$ cat config.mk
export PLATFORM = sky130hd
export DESIGN_NAME = wdt_two_stage
export DESIGN_NICKNAME = d
export VERILOG_FILES = /design/src/rtl/wdt_pkg.sv /design/src/rtl/wdt_cfg_check.sv /design/src/rtl/wdt_down_counter.sv /design/src/rtl/wdt_two_stage.sv
export SDC_FILE = /design/constraint.sdc
export NUM_CORES = 1
export LEC_CHECK = 0
export BUFFER_PORTS_ARGS = -buffer_cell sky130_fd_sc_hd__buf_4
export CORE_ASPECT_RATIO = 1.1
export CORE_MARGIN = 1.5
export CORE_UTILIZATION = 55
export DETAILED_ROUTE_END_ITERATION = 6
export GPL_TIMING_DRIVEN = 1
export PLACE_DENSITY = 0.77
export SYNTH_ARGS = -nofsm -noshare
export SYNTH_HDL_FRONTEND = slang
export SYNTH_HIERARCHICAL = 1
export SYNTH_SLANG_ARGS = --single-unit
export TNS_END_PERCENT = 20
$ cat constraint.sdc
create_clock -name clk -period 5.62 [get_ports clk]
set_input_delay 0.281 -clock clk [delete_from_list [all_inputs] [get_ports clk]]
set_output_delay 0.281 -clock clk [all_outputs]
set_load 0.01 [all_outputs]
$ cat src/rtl/wdt_pkg.sv
package wdt_pkg;
  typedef enum logic [1:0] {
    PH_IDLE  = 2'd0,
    PH_SOFT  = 2'd1,
    PH_HARD  = 2'd2,
    PH_FIRED = 2'd3
  } wdt_phase_e;

  typedef enum logic [2:0] {
    ACT_BUS,
    ACT_FROZEN,
    ACT_ESCALATE,
    ACT_FIRE,
    ACT_REFRESH,
    ACT_START
  } wdt_act_e;

  localparam logic [2:0] A_LOAD = 3'd0;
  localparam logic [2:0] A_CURR = 3'd1;
  localparam logic [2:0] A_CTRL = 3'd2;
  localparam logic [2:0] A_ACK  = 3'd3;
  localparam logic [2:0] A_STAT = 3'd4;

  localparam logic [1:0] MODE_STOP = 2'b00;
  localparam logic [1:0] MODE_HOLD = 2'b10;
  localparam logic [1:0] MODE_RUN  = 2'b11;
endpackage

$ cat src/rtl/wdt_cfg_check.sv
module wdt_cfg_check #(
  parameter int CNT_W      = 32,
  parameter int SEC_W      = 8,
  parameter int TICK_HZ    = 4,
  parameter int MAX_T      = 170,
  parameter int DEF_PERIOD = 10,
  parameter int DEF_MARGIN = 3
) (
  input  logic             clk,
  input  logic             rst,
  input  logic             cfg_wr,
  input  logic [SEC_W-1:0] cfg_period,
  input  logic [SEC_W-1:0] cfg_margin,
  output logic [CNT_W-1:0] soft_thr,
  output logic [CNT_W-1:0] hard_thr,
  output logic             cfg_err
);
  localparam logic [CNT_W-1:0] SOFT_DEF = CNT_W'((DEF_PERIOD - DEF_MARGIN) * TICK_HZ);
  localparam logic [CNT_W-1:0] HARD_DEF = CNT_W'(DEF_MARGIN * TICK_HZ);
  localparam logic [CNT_W-1:0] MAX_V    = CNT_W'(MAX_T);
  localparam logic [CNT_W-1:0] HZ_V     = CNT_W'(TICK_HZ);

  logic [CNT_W-1:0] p_x, m_x, soft_calc, hard_calc;
  logic             ok;

  assign p_x       = CNT_W'(cfg_period);
  assign m_x       = CNT_W'(cfg_margin);
  assign soft_calc = (p_x - m_x) * HZ_V;
  assign hard_calc = m_x * HZ_V;
  assign ok = (p_x != '0) && (p_x <= MAX_V) && (m_x != '0) &&
              (m_x <= MAX_V - p_x) && (m_x < p_x);

  always_ff @(posedge clk) begin
    if (rst) begin
      soft_thr <= SOFT_DEF;
      hard_thr <= HARD_DEF;
      cfg_err  <= 1'b0;
    end else if (cfg_wr) begin
      cfg_err <= !ok;
      if (ok) begin
        soft_thr <= soft_calc;
        hard_thr <= hard_calc;
      end
    end
  end

  // the error flag moves only when a configuration is presented
  a_r11_err_only_on_cfg: assert property (@(posedge clk) disable iff (rst)
    !cfg_wr |=> $stable(cfg_err));
  // a rejected pair leaves the thresholds alone
  a_r11_reject_keeps: assert property (@(posedge clk) disable iff (rst)
    (cfg_wr && !ok) |=> $stable(soft_thr) && $stable(hard_thr));
endmodule

$ cat src/rtl/wdt_down_counter.sv
module wdt_down_counter #(
  parameter int CNT_W = 32
) (
  input  logic             clk,
  input  logic             rst,
  input  logic             load_en,
  input  logic [CNT_W-1:0] load_val,
  input  logic             run,
  input  logic             tick,
  output logic [CNT_W-1:0] count,
  output logic             expire
);
  localparam logic [CNT_W-1:0] ONE = CNT_W'(1);

  assign expire = run && tick && (count <= ONE);

  always_ff @(posedge clk) begin
    if (rst)                count <= '0;
    else if (load_en)       count <= load_val;
    else if (run && tick)   count <= (count <= ONE) ? '0 : count - ONE;
  end

  // without a load the count never climbs
  a_r4_no_count_up: assert property (@(posedge clk) disable iff (rst)
    !load_en |=> count <= $past(count));
  // no tick or no run means the count is frozen
  a_r4_hold_when_idle: assert property (@(posedge clk) disable iff (rst)
    (!load_en && !(run && tick)) |=> $stable(count));
  // after an unreloaded expiry the count rests at zero
  a_r4_rest_at_zero: assert property (@(posedge clk) disable iff (rst)
    (expire && !load_en) |=> count == '0);
endmodule

$ cat src/rtl/wdt_two_stage.sv
module wdt_two_stage #(
  parameter int CNT_W      = 32,
  parameter int SEC_W      = 8,
  parameter int TICK_HZ    = 4,
  parameter int MAX_T      = 170,
  parameter int DEF_PERIOD = 10,
  parameter int DEF_MARGIN = 3
) (
  input  logic             clk,
  input  logic             rst,
  input  logic             tick_en,
  input  logic             bus_wr,
  input  logic             bus_rd,
  input  logic [2:0]       bus_addr,
  input  logic [31:0]      bus_wdata,
  output logic [31:0]      bus_rdata,
  input  logic             wd_start,
  input  logic             wd_kick,
  input  logic             wd_release,
  input  logic             force_on_release,
  input  logic             cfg_wr,
  input  logic [SEC_W-1:0] cfg_period,
  input  logic [SEC_W-1:0] cfg_margin,
  output logic             cfg_err,
  output logic             irq,
  output logic             sys_reset,
  output logic [1:0]       wd_phase
);
  import wdt_pkg::*;

  wdt_phase_e       phase_q;
  wdt_act_e         act;
  logic [1:0]       mode_q;
  logic             irq_q, locked_q;
  logic [CNT_W-1:0] load_q, count, soft_thr, hard_thr, ld_val;
  logic             ld_en, expire, started, run;

  wdt_cfg_check #(
    .CNT_W(CNT_W), .SEC_W(SEC_W), .TICK_HZ(TICK_HZ), .MAX_T(MAX_T),
    .DEF_PERIOD(DEF_PERIOD), .DEF_MARGIN(DEF_MARGIN)
  ) u_cfg (
    .clk(clk), .rst(rst), .cfg_wr(cfg_wr), .cfg_period(cfg_period),
    .cfg_margin(cfg_margin), .soft_thr(soft_thr), .hard_thr(hard_thr),
    .cfg_err(cfg_err)
  );

  wdt_down_counter #(.CNT_W(CNT_W)) u_cnt (
    .clk(clk), .rst(rst), .load_en(ld_en), .load_val(ld_val),
    .run(run), .tick(tick_en), .count(count), .expire(expire)
  );

  assign started = (phase_q != PH_IDLE);
  assign run     = (mode_q == MODE_RUN);

  always_comb begin
    act = ACT_BUS;
    if (phase_q == PH_FIRED)
      act = ACT_FROZEN;
    else if (expire && started)
      act = (phase_q == PH_SOFT) ? ACT_ESCALATE : ACT_FIRE;
    else if (wd_release && started && force_on_release)
      act = ACT_FIRE;
    else if ((wd_kick || wd_release) && started)
      act = ACT_REFRESH;
    else if (wd_start && !started && !locked_q)
      act = ACT_START;
  end

  always_comb begin
    ld_en  = 1'b0;
    ld_val = soft_thr;
    unique case (act)
      ACT_ESCALATE: begin ld_en = 1'b1; ld_val = hard_thr; end
      ACT_REFRESH, ACT_START: ld_en = 1'b1;
      ACT_BUS: begin
        ld_en  = bus_wr && (bus_addr == A_LOAD);
        ld_val = bus_wdata[CNT_W-1:0];
      end
      default: ld_en = 1'b0;
    endcase
  end

  always_ff @(posedge clk) begin
    if (rst) begin
      phase_q  <= PH_IDLE;
      mode_q   <= MODE_STOP;
      irq_q    <= 1'b0;
      locked_q <= 1'b0;
      load_q   <= '0;
    end else begin
      unique case (act)
        ACT_FROZEN: mode_q <= MODE_STOP;
        ACT_ESCALATE: begin
          irq_q   <= 1'b1;
          phase_q <= PH_HARD;
        end
        ACT_FIRE: begin
          phase_q  <= PH_FIRED;
          mode_q   <= MODE_STOP;
          locked_q <= locked_q | wd_release;
        end
        ACT_REFRESH: begin
          irq_q    <= 1'b0;
          phase_q  <= PH_SOFT;
          mode_q   <= MODE_RUN;
          locked_q <= locked_q | wd_release;
        end
        ACT_START: begin
          phase_q <= PH_SOFT;
          mode_q  <= MODE_RUN;
        end
        default: begin
          if (bus_wr && bus_addr == A_CTRL) begin
            mode_q <= bus_wdata[1:0];
            if (bus_wdata[1:0] == MODE_STOP) phase_q <= PH_IDLE;
          end
          if (bus_rd && bus_addr == A_ACK) irq_q <= 1'b0;
        end
      endcase
      if (ld_en) load_q <= ld_val;
    end
  end

  always_comb begin
    bus_rdata = '0;
    if (bus_rd) begin
      case (bus_addr)
        A_LOAD:         bus_rdata = 32'(load_q);
        A_CURR:         bus_rdata = 32'(count);
        A_CTRL:         bus_rdata = {30'd0, mode_q};
        A_ACK, A_STAT:  bus_rdata = {31'd0, irq_q};
        default:        bus_rdata = '0;
      endcase
    end
  end

  assign irq       = irq_q;
  assign sys_reset = (phase_q == PH_FIRED);
  assign wd_phase  = phase_q;

  // once fired the reset never drops before the global reset
  a_r7_reset_sticky: assert property (@(posedge clk) disable iff (rst)
    sys_reset |=> sys_reset);
  // a soft expiry escalates and interrupts
  a_r6_soft_escalates: assert property (@(posedge clk) disable iff (rst)
    (expire && phase_q == PH_SOFT) |=> irq && phase_q == PH_HARD && count == hard_thr);
  // a hard expiry fires the reset
  a_r7_hard_fires: assert property (@(posedge clk) disable iff (rst)
    (expire && phase_q == PH_HARD) |=> sys_reset);
  // an idle expiry raises neither output
  a_r10_spurious_quiet: assert property (@(posedge clk) disable iff (rst)
    (expire && phase_q == PH_IDLE) |=> !$rose(irq) && !sys_reset);
  // a locked, idle block stays idle
  a_r12_locked_no_start: assert property (@(posedge clk) disable iff (rst)
    (locked_q && phase_q == PH_IDLE) |=> phase_q == PH_IDLE);
  // a keepalive in a live phase clears the interrupt
  a_r8_kick_clears: assert property (@(posedge clk) disable iff (rst)
    (wd_kick && started && !sys_reset && !expire && !wd_release) |=> !irq && phase_q == PH_SOFT);
endmodule

Word level (Yosys, flattened, before mapping). Index checks and enable logic that the tools add are counted.

$add $sub $neg: 3. $mul: 0. Div/mod/pow operators: 0. Order comparisons: 4. Equal/unequal tests: 12. Shifts and indexed selects: 0. Mux-type cells: 20. Bitwise logic cells: 4. Reductions and logical operators: 40.

Operators by type and width (number): 32-bit two-way mux (4); 32-bit one-hot mux with 4 select lines (1); 32-bit one-hot mux with 2 select lines (1); 32-bit nonzero test (2); 32-bit by 1-bit less-or-equal comparator with 1-bit output, second input constant (1); 8-bit by 32-bit less-or-equal comparator with 1-bit output (1); 32-bit by 1-bit subtractor with 32-bit output, second input constant (1); 1-bit logical AND (15); 3-bit two-way mux (5); 3-bit by 2-bit == test with 1-bit output, second input constant (4); 3-bit == test, second input constant (3); 8-bit by 8-bit subtractor with 9-bit output (1); 8-bit by 8-bit subtractor with 9-bit output, first input constant (1); 8-bit less-or-equal comparator, second input constant (1); 8-bit < comparator (1); 2-bit one-hot mux with 4 select lines (1); 4-bit nonzero test (2); 2-bit OR reduction (4); 3-bit by 1-bit == test with 1-bit output, second input constant (2); 3-bit logical NOT (2); 2-bit two-way mux (3); 2-bit one-hot mux with 3 select lines (1); 2-bit AND reduction (3); 3-bit nonzero test (2); 13 further kinds (21).

Register bits after elaboration: 109. Bits in latches: 0. RAM bits: 0. ROM bits: 0. Input port bits: 61. Logic and storage cells: 92. Memories kept: 0.

Longest topological paths before layout. Gate-level depths: netlist of run 1.

Depth in word-level cells: 13. Mapped depth: 19. Gate-level depth less buffers: 16.

Hierarchy. Netlist of run 1, hierarchy kept.

Modules (own cells, without submodules): wdt_two_stage (times used 1, cells each 413, area an instance 3062.9 sq um); wdt_down_counter (times used 1, cells each 245, area an instance 2019.4 sq um); wdt_cfg_check (times used 1, cells each 214, area an instance 1765.4 sq um).

Worst setup path before layout of run 1. OpenSTA, ideal clock, no wires.

Path type: reg2reg. Start: register u_cnt.count[19]. End: register u_cnt.count[14]. Library setup time: 0.116 ns. Arrival time: 3.482 ns. Data required time: 5.504 ns. Slack: 2.022 ns. Cell stages (with the launch flop): 18. Path buffers: 3. Clock period less this slack: 3.598 ns. Cells stage by stage: dfxtp_1 or4_4 nor3_2 nand2_1 nor3_1 buf_2 nor3b_2 a21oi_4 a211oi_2 or2_1 buf_2 buf_6 a21oi_1 nor2_1 nand3_1 nor4_1 xor2_1 o211a_1.

Cells in the longest elaborated chain, start to end: 9.

RTL lines: start, declared (RTL line wdt_down_counter.sv:10) `output logic [CNT_W-1:0] count,`; start signal, assigned (RTL line wdt_down_counter.sv:19) `else if (load_en) count <= load_val;`; start signal, assigned (RTL line wdt_down_counter.sv:20) `else if (run && tick) count <= (count <= ONE) ? '0 : count - ONE;`; 32-bit by 1-bit less-or-equal comparator with 1-bit output (*) (RTL line wdt_down_counter.sv:15) `assign expire = run && tick && (count <= ONE);`; 1-bit logical AND (*) (RTL line wdt_down_counter.sv:15); net expire (RTL line wdt_two_stage.sv:36) `logic ld_en, expire, started, run;`; 1-bit logical AND (*) (RTL line wdt_two_stage.sv:59) `else if (expire && started)`; 3-bit two-way mux (*) (RTL line wdt_two_stage.sv:59); 3-bit two-way mux (*) (RTL line wdt_two_stage.sv:57) `if (phase_q == PH_FIRED)`; 3-bit == test / 3-bit by 2-bit == test with 1-bit output (equally long branches) (RTL line wdt_two_stage.sv:72) `unique case (act)`; 3-bit OR reduction (no line); 1-bit one-hot mux with 2 select lines (*) (RTL line wdt_two_stage.sv:72); net ld_en (RTL line wdt_two_stage.sv:36); 32-bit two-way mux / 2-bit nonzero test (equally long branches).

Mark *: on every way through the listed nets, which the timed path passes. The rest lies on a longest branch. The select of a mux whose other input is x is not followed. A chain may end at the register's enable or synchronous reset.

Worst setup path in the final report of run 1.
Start: register u_cnt.count[0]. End: register u_cnt.count[14].

Cells in the longest elaborated chain, start to end: 9.

RTL lines (RTL line): 32-bit by 1-bit less-or-equal comparator with 1-bit output (*) (wdt_down_counter.sv:15); 1-bit logical AND (*) (wdt_down_counter.sv:15); net expire (wdt_two_stage.sv:36); 1-bit logical AND (*) (wdt_two_stage.sv:59); 3-bit two-way mux (*) (wdt_two_stage.sv:59); 3-bit two-way mux (*) (wdt_two_stage.sv:57); 3-bit == test / 3-bit by 2-bit == test with 1-bit output (equally long branches) (wdt_two_stage.sv:72); 3-bit OR reduction (no line); 1-bit one-hot mux with 2 select lines (wdt_two_stage.sv:72); 32-bit two-way mux / 2-bit nonzero test (equally long branches).

Marked as above.

==> flow_summary.yaml, run 1 <==
worst_setup_path:
  cp_max_fo: 33
  r2r-end: "u_cnt/count[14]"
  start_kind: "flip-flop"
  r2r-start: "u_cnt/count[0]"
  end_kind: "flip-flop"
  critPathKind: "reg2reg"
  worstPathRequired_ns: 5.85
  critPathArrivalTime_ns: 4.84
  r2r_cells: 18
  ff2ff_setup_slack_ns: 1.01
synth:
  synthCells: 872
  synthAdderAreaFrac: 0.0413
  synthArstFlopShare: 0
  synth_xor_area_frac: 0.0422
  synthMuxAreaShare: 0.0206
  yosysSeqAreaShare: 0.257
  synth_edf_count: 0
  yosys_warnings: 6
  syn-cell-area_mm2: 0.00685
  synth_top_family_by_area: "compound AO/OA/AOI/OAI gates"
  synthSimpleGateAreaFrac: 0.250
  synth.distinct_cells: 80
  synth_top_area_frac: 0.257
  synth_largest_area_cell: "dfxtp_1"
  ys_ff_latch: 88
  syn_area_per_cell_um2: 7.85
  synthTopCellsByArea: "dfxtp_1 26%, nor3_1 6.4%, a211oi_2 5.5%"
  synth_compound_area_frac: 0.262
  yosys_most_used_dff: "dfxtp_1"
drt:
  first_iter_violations: 466
  ant_nets: 0
  dr.pass1.iters: 5
  viasPerCell: 6.17
  finalWirelength_um: 19300
  vias: 6597
  route.detailed.drc: 0
  wl_per_cell_um: 18.0
sta:
  final.min_clock_period_ns: 4.61
  setup_ws_ns: 1.01
  slew_violations: 0
  tns_ns: 0
  fin_worst_skew_ns: 0.0111
  max_freq_ghz: 0.217
  post-route-period-util: 0.820
  rsz0062_at_grt: "false"
  hold_viol: 0
  relSlewSlack: 0.186
  tightest_slew_ns: 1.22
  finalSetupViolCount: 0
hold_path:
  hold-path-endpoint: "u_cfg/hard_thr[8]"
  min_path_type: "in2reg"
  min_path_cells: 3
  hp-start: "cfg_margin[6]"
finish:
  fin_nets: 994
  fin_area_mm2: 0.00765
  area_growth_pct: 11.8
  drive_gt1_frac: 0.216
  diodes: 0
  final_cells: 1070
job:
  maxCapViolations: 0
clock_network:
  cts-hold-fix-buffers: 0
  cts_buffers: 9
  cts.clk_slew.worst_paths_ns: 0.07
  cts_tree: "yes"
  cts_root_buffer: "clkbuf_16"
  post_cts_buffers: 0
  clkLatencyLatePin_ns: 0.34
  cts_resized: 0
  clk_path_buf_depth: 2
  cts_max_level: 3
  clock-sinks: 88
die:
  placementRows: 42
  dieHeight_um: 120
  coreArea_mm2: 0.0121
  dieArea_mm2: 0.0131
  start_util: 0.567
  io_pins: 98
  die_w_um: 109
placed_design:
  dp_hpwl_um: 13500
  routabilityCongestion: 0.947
  place_inst: 1054
  place_area_mm2: 0.00735
  placement.io_buffers: 97
  place_ws_ns: 1.10
power_and_ir_drop:
  p_per_area_mw_per_mm2: 328
  power_leakage_nw: 3.18
  peakVddDrop_uv: 177
grt:
  track_usage: 0.298
  gr-total-overflow: 0
  antenna_found_initial: 0
  grt_pass1_wl_um: 30800
  grt_pass1_vias: 5959
  grt_start_max_net_pins: 43
status:
  status: "finished clean"
cell usage after synthesis (all sizes together), types with 2 or more instances:
cell    count
o21ai      63
nor4b       3
nor3       90
a22oi      30
nand2      45
a211oi     36
or2         5
inv        57
mux2i      13
o211ai      7
o311ai      5
xor2       14
buf        70
nand2b     11
and2        5
clkbuf     38
and3        8
or3         7
nor4bb      2
nor4       13
a31oi       4
a221oi     40
a21oi      27
nand4       7
xnor2      19
o31a        2
nand3      10
nor2b      12
dfxtp      88
nor3b       5
ha         21
nor2       79
nand4b      5
or3b        3
or4         6
critical path: stages, from the launching register on:
cell and delay [ns]:
dfxtp_1 0.44, inv_1 0.11, ha_1 0.27, nor2_1 0.14, nor4b_2 0.07, nand2_1 0.12
nor3_1 0.05, buf_4 0.18, nor3b_2 0.30, o21ai_1 0.17, a211oi_4 0.24, buf_4 0.38
or2_2 0.59, a21oi_1 0.30, nor2_1 0.34, nand3_1 0.18, nor4_1 0.28, xor2_1 0.11
o211a_1 0.21
layout by cell type (no fill, tap or decap), types with 8 or more instances in the layout:
master and count:
dfxtp_1 88, nand2_1 45, a211oi_2 29, conb_1 26, mux2i_1 13, nor4_1 11, buf_4 111, inv_1 55
nor2b_1 11, a22oi_1 30, nor3_1 86, and3_1 8, xnor2_1 18, ha_1 21, nor2_1 79, a221oi_1 37
a21oi_1 24, nand3_1 10, xor2_1 14, nand2b_1 11, clkbuf_16 9, o21ai_0 49, o21ai_2 11
per-layer routing:
| layer | up-vias | wire length, um | share of wire | GRT usage |
|---|---|---|---|---|
| li1 | 3190 | - | - | - |
| met4 | 0 | 460 | 0.024 | 0.0990 |
| met2 | 299 | 8400 | 0.44 | 0.425 |
| met1 | 3071 | 8720 | 0.45 | 0.443 |
| met3 | 37 | 1680 | 0.087 | 0.0592 |
| met5 | - | 0 | 0 | 0 |
logic make-up (layout without fill, tap and decap cells):
family | Yosys count | in the layout
AOI/OAI and AO/OA | 229 | 229
xor gates and xnor gates | 33 | 33
adders and majority gates | 22 | 22
buffers and inverters | 165 | 184
DFF | 88 | 88
muxes | 14 | 14
other | 1 | 26
and+or+nand+nor | 320 | 320
power breakdown:
group          leakage [nW]  switching [mW]  total (mW)  internal, mW
registers             0.723           0.117       0.848         0.731
clock network         0.135           0.263       0.610         0.347
logic                  2.32           0.637        1.05         0.413
total                  3.18            1.02        2.51          1.49
sequential cells by signal (all words and copies together) (netlist names):
name and cells:
load_q 32, u_cnt/count 32, u_cfg/soft_thr 9, u_cfg/hard_thr 8, mode_q 2, wd_phase 2
irq 1, locked_q 1, u_cfg/cfg_err 1
how the worst max path moves through the flow:
| stage | startpoint | endpoint | slack, ns | cells after the start |
|---|---|---|---|---|
| after floorplan | u_cnt/count[19] | u_cnt/count[14] | 2.02 | 17 |
| after global placement | u_cnt/count[19] | u_cnt/count[14] | 1.23 | 16 |
| after detailed placement | u_cnt/count[0] | u_cnt/count[14] | 1.10 | 18 |
| after CTS | u_cnt/count[0] | u_cnt/count[14] | 1.08 | 18 |
| after global routing | u_cnt/count[0] | u_cnt/count[14] | 0.73 | 18 |
| final | u_cnt/count[0] | u_cnt/count[14] | 1.01 | 18 |
area by class of cell:
type | count | area, um^2
clock buffers | 10 | 229
multi-input cells | 644 | 4350
clock inverters | 6 | 70.1
repair buffers | 111 | 833
inverters | 57 | 214
fillers | 1112 | 4430
well taps | 154 | 193
flip-flops and latches | 88 | 1760
metrics by stage:
stage	hold WS (ns)	total power, mW	utilization
floorplan	0.350	1.66	-
global placement	0.443	1.87	0.608
detailed placement	0.457	1.88	0.608
CTS	0.216	2.49	0.633
global route	0.236	2.65	0.633
finish	0.226	2.51	0.633
Power figures use the tool's default switching activity.
==> inputs of run 2 (changes only) <==
--- a/config.mk
+++ b/config.mk
@@ -5,13 +5,14 @@
 export SDC_FILE = /design/constraint.sdc
 export NUM_CORES = 1
 export LEC_CHECK = 0
+export ABC_AREA = 1
 export BUFFER_PORTS_ARGS = -buffer_cell sky130_fd_sc_hd__buf_4
 export CORE_ASPECT_RATIO = 1.1
 export CORE_MARGIN = 1.5
-export CORE_UTILIZATION = 55
+export CORE_UTILIZATION = 54
 export DETAILED_ROUTE_END_ITERATION = 6
 export GPL_TIMING_DRIVEN = 1
-export PLACE_DENSITY = 0.77
+export PLACE_DENSITY = 0.78
 export SYNTH_ARGS = -nofsm -noshare
 export SYNTH_HDL_FRONTEND = slang
 export SYNTH_HIERARCHICAL = 1
==> constraint.sdc (replaced) <==
create_clock -name clk -period 4.1 [get_ports clk]
set_input_delay 0.205 -clock clk [delete_from_list [all_inputs] [get_ports clk]]
set_output_delay 0.205 -clock clk [all_outputs]
set_load 0.01 [all_outputs]
==> run 2 against run 1 <==
Wire length rose by 13%. Area after synthesis rose by 14%. Via count rose by 18%. Highest routed layer unchanged.
==> flow_summary.yaml, run 2 <==
worst_setup_path:
  crit_path_start: "u_cnt/count[0]"
  r2r-end: "u_cnt/count[11]"
  r2r_cells: 19
  crit_path_frequent_cell: "inv_1"
  cp_cell_sequence: "inv_1, ha_1, nand2_2, nand2_1, nand3_2, nor2_4, nand3_4, inv_1, nand2_4, a21oi_4, a21oi_4, inv_1, inv_8, nand2_2, nand4_2, nor2_2, xor2_1, nand3_1, a21oi_1"
  end_kind: "flip-flop"
  critPathArrivalTime_ns: 3.79
  start_kind: "flip-flop"
  critPathKind: "reg2reg"
  cp_max_fo: 20
  cp_slowest_stage_delay_ns: 0.33
  ff2ff_setup_slack_ns: 0.60
  worstPathRequired_ns: 4.39
  cp_slowest_cell: "dfxtp_1"
  r2r-start: "u_cnt/count[0]"
die:
  placementRows: 45
  dieHeight_um: 129
  start_util: 0.558
  die_w_um: 117
  coreArea_mm2: 0.0140
  io_pins: 98
  dieArea_mm2: 0.0151
grt:
  grt_pass1_vias: 7360
  grt_start_max_net_pins: 39
  busiest_layer: "met2"
  met1_usage: 0.349
  gr-total-overflow: 0
  antenna_found_initial: 0
  grt_pass1_wl_um: 35600
  met3_usage: 0.0426
  met2_usage: 0.517
  track_usage: 0.291
hold_path:
  min_path_type: "in2reg"
  min_path_cells: 3
  hp-start: "cfg_wr"
  hold-path-endpoint: "u_cfg/cfg_err"
sta:
  fin_worst_skew_ns: 0.00697
  post-route-period-util: 0.854
  max_freq_ghz: 0.285
  tns_ns: 0
  rsz0062_at_grt: "false"
  final.min_clock_period_ns: 3.50
  tightest_slew_ns: 1.14
  finalSetupViolCount: 0
  holdWs_ns: 0.0861
  hold_viol: 0
  slew_violations: 0
  setup_ws_ns: 0.597
  relSlewSlack: 0.242
finish:
  top_regs: "load_q: 32 flops, u_cnt/count: 32 flops, u_cfg/soft_thr: 9 flops"
  drive_gt1_frac: 0.178
  layout_common_cells: "350 x nand2_1, 173 x nor2_1, 136 x inv_1"
  fin_area_mm2: 0.00854
  final_cells: 1494
  fin_nets: 1384
  fillCellCount: 1391
  multi_input_area_mm2: 0.00489
  final_common_cell: "nand2_1"
  seqCellArea_mm2: 0.00176
  diodes: 0
  area_growth_pct: 9.72
clock_network:
  cts_buffers: 9
  cts_root_buffer: "clkbuf_16"
  clk_path_buf_depth: 2
  clkLatencyLatePin_ns: 0.36
  cts_tree: "yes"
  cts.clk_slew.worst_paths_ns: 0.06
  clock-sinks: 88
  cts_resized: 0
  cts_max_level: 3
  post_cts_buffers: 0
  cts-hold-fix-buffers: 0
drt:
  route.detailed.drc: 0
  wl_per_cell_um: 14.5
  ant_nets: 0
  viasPerCell: 5.19
  first_iter_violations: 539
  finalWirelength_um: 21700
  vias: 7755
  dr.pass1.iters: 5
placed_design:
  dp_hpwl_um: 16000
  placement.io_buffers: 97
  place_area_mm2: 0.00822
  place_ws_ns: 0.674
  routabilityCongestion: 0.939
  place_inst: 1478
power_and_ir_drop:
  switching_share: 0.472
  p_sw_mw: 2.15
  p_per_area_mw_per_mm2: 533
  internal_power_mw: 2.41
  power_leakage_nw: 4.28
  seqPwrFrac: 0.265
  peakVddDrop_uv: 234
  p_clk_frac: 0.193
  power_frac_comb: 0.542
synth:
  yosys_most_used_dff: "dfxtp_1"
  syn-cell-area_mm2: 0.00778
  yosysSeqAreaShare: 0.226
  synthTopCellsByArea: "dfxtp_1 23%, nand2_1 17%, nor2_1 8.3%"
  synth_top_area_frac: 0.226
  synth_common_cells: "350 x nand2_1, 173 x nor2_1, 136 x inv_1"
  yosys_warnings: 6
  syn_area_per_cell_um2: 6.17
  synthCells: 1262
  ys_ff_latch: 88
  synth_largest_area_cell: "dfxtp_1"
  synthArstFlopShare: 0
  synth_edf_count: 0
  synth.most_common_cell: "nand2_1"
  synth.distinct_cells: 43
job:
  maxCapViolations: 0
status:
  status: "finished clean"
## run 2: cell count changes in the layout (fill, tap and decap cells not counted), moves of 36 or more
| cell | delta |
|---|---|
| nand2_1 | +305 |
| nor2_1 | +94 |
| nor3_1 | -84 |
| inv_1 | +81 |
| nand3_1 | +77 |
| a21oi_1 | +39 |
| a221oi_1 | -36 |
## run 2: stage by stage
stage / utilization / power (mW)
final: 0.612 / 4.55
after global routing: 0.612 / 4.91
after CTS: 0.612 / 4.53
after detailed placement: 0.589 / 3.65
after global placement: 0.589 / 3.62
after floorplan: - / 3.17
## run 2: layout make-up
cell class | count | area share
Clock inverter | 2 | 0.00410
Sequential cell | 88 | 0.206
Clock buffer | 14 | 0.0333
Multi-Input combinational cell | 950 | 0.572
Inverter | 150 | 0.0668
Tap cell | 188 | 0.0275
Timing Repair Buffer | 102 | 0.0896
## run 2: how the worst max path moves through the flow
stage / slack [ns] / endpoint / cells after the start
floorplan: 1.13 / u_cnt/count[8] / 24
global placement: 0.78 / u_cnt/count[18] / 22
detailed placement: 0.67 / u_cnt/count[11] / 19
CTS: 0.65 / u_cnt/count[11] / 19
global route: 0.24 / u_cnt/count[18] / 22
finish: 0.60 / u_cnt/count[11] / 19
## run 2: worst max-delay path, delay by kind of cell, from the launching register on
family	cells	cell delay (ns)
buffers and inverters	4	0.60
DFF	1	0.33
xor gates and xnor gates	1	0.19
and+or+nand+nor	10	1.54
AOI/OAI and AO/OA	3	0.54
adders and majority gates	1	0.23
## run 2: power groups by stage
stage | clock [mW] | combinational, mW | sequential [mW]
after CTS | 0.890 | 2.44 | 1.20
after floorplan | 0 | 1.99 | 1.18
after detailed placement | 0 | 2.43 | 1.22
final | 0.879 | 2.47 | 1.21
after global placement | 0 | 2.41 | 1.21
after global routing | 0.919 | 2.76 | 1.23
## run 2: kinds of logic after synthesis
kind of cell	after synthesis	share of synthesized area
other	1	0.000482
AOI/OAI and AO/OA	120	0.0890
buffers and inverters	249	0.158
xor gates and xnor gates	23	0.0259
DFF	88	0.226
and+or+nand+nor	759	0.464
adders and majority gates	22	0.0363
## run 2: routing by layer
layer  wire length [um]  part of all wire
met1               9280              0.43
met2              10400              0.48
met3               1240             0.057
met4                746             0.034
met5                  0                 0
==> inputs of run 3 (changes only) <==
--- a/config.mk
+++ b/config.mk
@@ -7,12 +7,14 @@
 export LEC_CHECK = 0
 export ABC_AREA = 1
 export BUFFER_PORTS_ARGS = -buffer_cell sky130_fd_sc_hd__buf_4
+export CELL_PAD_IN_SITES_DETAIL_PLACEMENT = 0
+export CELL_PAD_IN_SITES_GLOBAL_PLACEMENT = 2
 export CORE_ASPECT_RATIO = 1.1
 export CORE_MARGIN = 1.5
-export CORE_UTILIZATION = 54
+export CORE_UTILIZATION = 29
 export DETAILED_ROUTE_END_ITERATION = 6
 export GPL_TIMING_DRIVEN = 1
-export PLACE_DENSITY = 0.78
+export PLACE_DENSITY_LB_ADDON = 0.1
 export SYNTH_ARGS = -nofsm -noshare
 export SYNTH_HDL_FRONTEND = slang
 export SYNTH_HIERARCHICAL = 1
==> run 3 against run 2 <==
Non-clock buffer count grew 6. Die area grew 84%. Combinational power grew 4%. Clock power grew 9.4%. Core utilization shrank 28 points. Register-to-register slack gained 0.03 ns. Count of clock-buffer cells in the layout shrank 4. Total power grew 4.4%. Design area grew 3.0%. Critical endpoint is now u_cnt/count[2].
==> flow_summary.yaml, run 3 (synthesis gave the netlist of run 2 again) <==
drt:
  wl_per_cell_um: 16.8
  vias: 7524
  first_iter_violations: 318
  route.detailed.drc: 0
  viasPerCell: 4.53
  route.met2.wl_um: 14000
  highest_layer: "met4"
  finalWirelength_um: 28000
  dr.pass1.iters: 5
  ant_nets: 0
  wl_met1_um: 12500
  wl_met3_um: 662
worst_setup_path:
  cp_slowest_stage_delay_ns: 0.54
  critPathArrivalTime_ns: 3.75
  cp_cell_sequence: "inv_1, ha_1, nand2_2, nand2_1, nand3_2, nor2_4, nand3_4, inv_1, nand2_4, nand2_2, nor2_2, nand2_2, nand2_1, a21oi_4, inv_1, inv_8, nand2_1, a21oi_4, o21ai_0, a21oi_1"
  r2r_cells: 20
  ff2ff_setup_slack_ns: 0.62
  r2r-start: "u_cnt/count[0]"
  cp_slowest_cell: "a21oi_4"
  worstPathRequired_ns: 4.38
  r2r-end: "u_cnt/count[2]"
  end_kind: "flip-flop"
  cp_max_fo: 16
  start_kind: "flip-flop"
  cp_top_family: "simple AND/OR/NAND/NOR gates"
  crit_buf_inv: 4
  critPathKind: "reg2reg"
placed_design:
  place_inst: 1648
  placement.io_buffers: 97
  dp_hpwl_um: 21200
  place_ws_ns: 0.600
  routabilityCongestion: 0.785
  place_area_mm2: 0.00847
finish:
  fillCellCount: 3029
  drive_gt1_frac: 0.180
  top_regs: "load_q: 32 flops, u_cnt/count: 32 flops, u_cfg/soft_thr: 9 flops"
  seqCellArea_mm2: 0.00176
  multi_input_area_mm2: 0.00489
  fin_nets: 1390
  diodes: 0
  fin_area_mm2: 0.00880
  area_growth_pct: 13.0
  final_cells: 1662
  final_common_cell: "nand2_1"
  layout_common_cells: "350 x nand2_1, 173 x nor2_1, 136 x inv_1"
power_and_ir_drop:
  p_per_area_mw_per_mm2: 540
  power.total_mw: 4.75
  p_sw_mw: 2.29
  p_clk_frac: 0.203
  internal_power_mw: 2.46
  seqPwrFrac: 0.253
  peakVddDrop_uv: 284
  power_frac_comb: 0.544
  power_leakage_nw: 4.31
  switching_share: 0.481
grt:
  track_usage: 0.203
  antenna_found_initial: 0
  grt_start_max_net_pins: 38
  grt_pass1_vias: 7537
  gr-total-overflow: 0
  grt_pass1_wl_um: 43400
sta:
  finalSetupViolCount: 0
  setup_ws_ns: 0.623
  max_freq_ghz: 0.288
  rsz0062_at_grt: "false"
  slew_violations: 0
  post-route-period-util: 0.848
  final.min_clock_period_ns: 3.48
  relSlewSlack: 0.256
  fin_worst_skew_ns: 0.0111
  hold_viol: 0
  tns_ns: 0
  tightest_slew_ns: 1.11
hold_path:
  min_path_type: "in2reg"
  hold-path-endpoint: "u_cfg/cfg_err"
  hp-start: "cfg_wr"
  min_path_cells: 3
clock_network:
  cts.clk_slew.worst_paths_ns: 0.07
  clock-sinks: 88
  cts_tree: "yes"
  cts_root_buffer: "clkbuf_16"
  clkLatencyLatePin_ns: 0.35
  clk_path_buf_depth: 2
  cts_buffers: 9
  cts_max_level: 3
  cts-hold-fix-buffers: 0
  post_cts_buffers: 0
  cts_resized: 0
status:
  status: "finished clean"
die:
  dieHeight_um: 175
  die_w_um: 159
  coreArea_mm2: 0.0262
  start_util: 0.297
  placementRows: 62
  dieArea_mm2: 0.0278
  io_pins: 98
job:
  maxCapViolations: 0
run 3: worst min-delay path, cell delays in order:
cell and delay, ns:
buf_4 0.08, o211ai_1 0.07, inv_1 0.05
run 3: worst max-delay path by stage:
| stage | startpoint | to | cells after the start |
|---|---|---|---|
| 2_1_floorplan | u_cnt/count[0] | u_cnt/count[8] | 24 |
| 3_3_place_gp | u_cnt/count[0] | u_cnt/count[2] | 20 |
| 3_5_place_dp | u_cnt/count[0] | u_cnt/count[2] | 20 |
| 4_1_cts | u_cnt/count[0] | u_cnt/count[2] | 20 |
| 5_1_grt | u_cnt/count[0] | u_cnt/count[2] | 20 |
| 6_report | u_cnt/count[0] | u_cnt/count[2] | 20 |
run 3: final cells by class:
class	instances	area share
Inverter	150	0.0649
Sequential cell	88	0.200
Clock inverter	4	0.0108
Tap cell	352	0.0501
Timing Repair Buffer	108	0.0922
Multi-Input combinational cell	950	0.556
Clock buffer	10	0.0260
run 3: power groups by stage:
stage,clock (mW),combinational (mW),sequential (mW)
floorplan,0,1.99,1.18
global placement,0,2.62,1.22
detailed placement,0,2.60,1.22
CTS,0.996,2.61,1.20
global route,1.03,2.91,1.23
finish,0.962,2.58,1.20
run 3: routing by layer:
metal	vias to the layer above	track usage
li1	3979	-
met1	3407	0.246
met2	110	0.370
met3	28	0.0252
met4	0	0.0696
met5	-	0
run 3: metrics by stage:
stage / utilization / hold slack, ns
global placement: 0.323 / 0.439
floorplan: - / 0.274
CTS: 0.336 / 0.0843
finish: 0.336 / 0.0936
global route: 0.336 / 0.118
detailed placement: 0.323 / 0.446
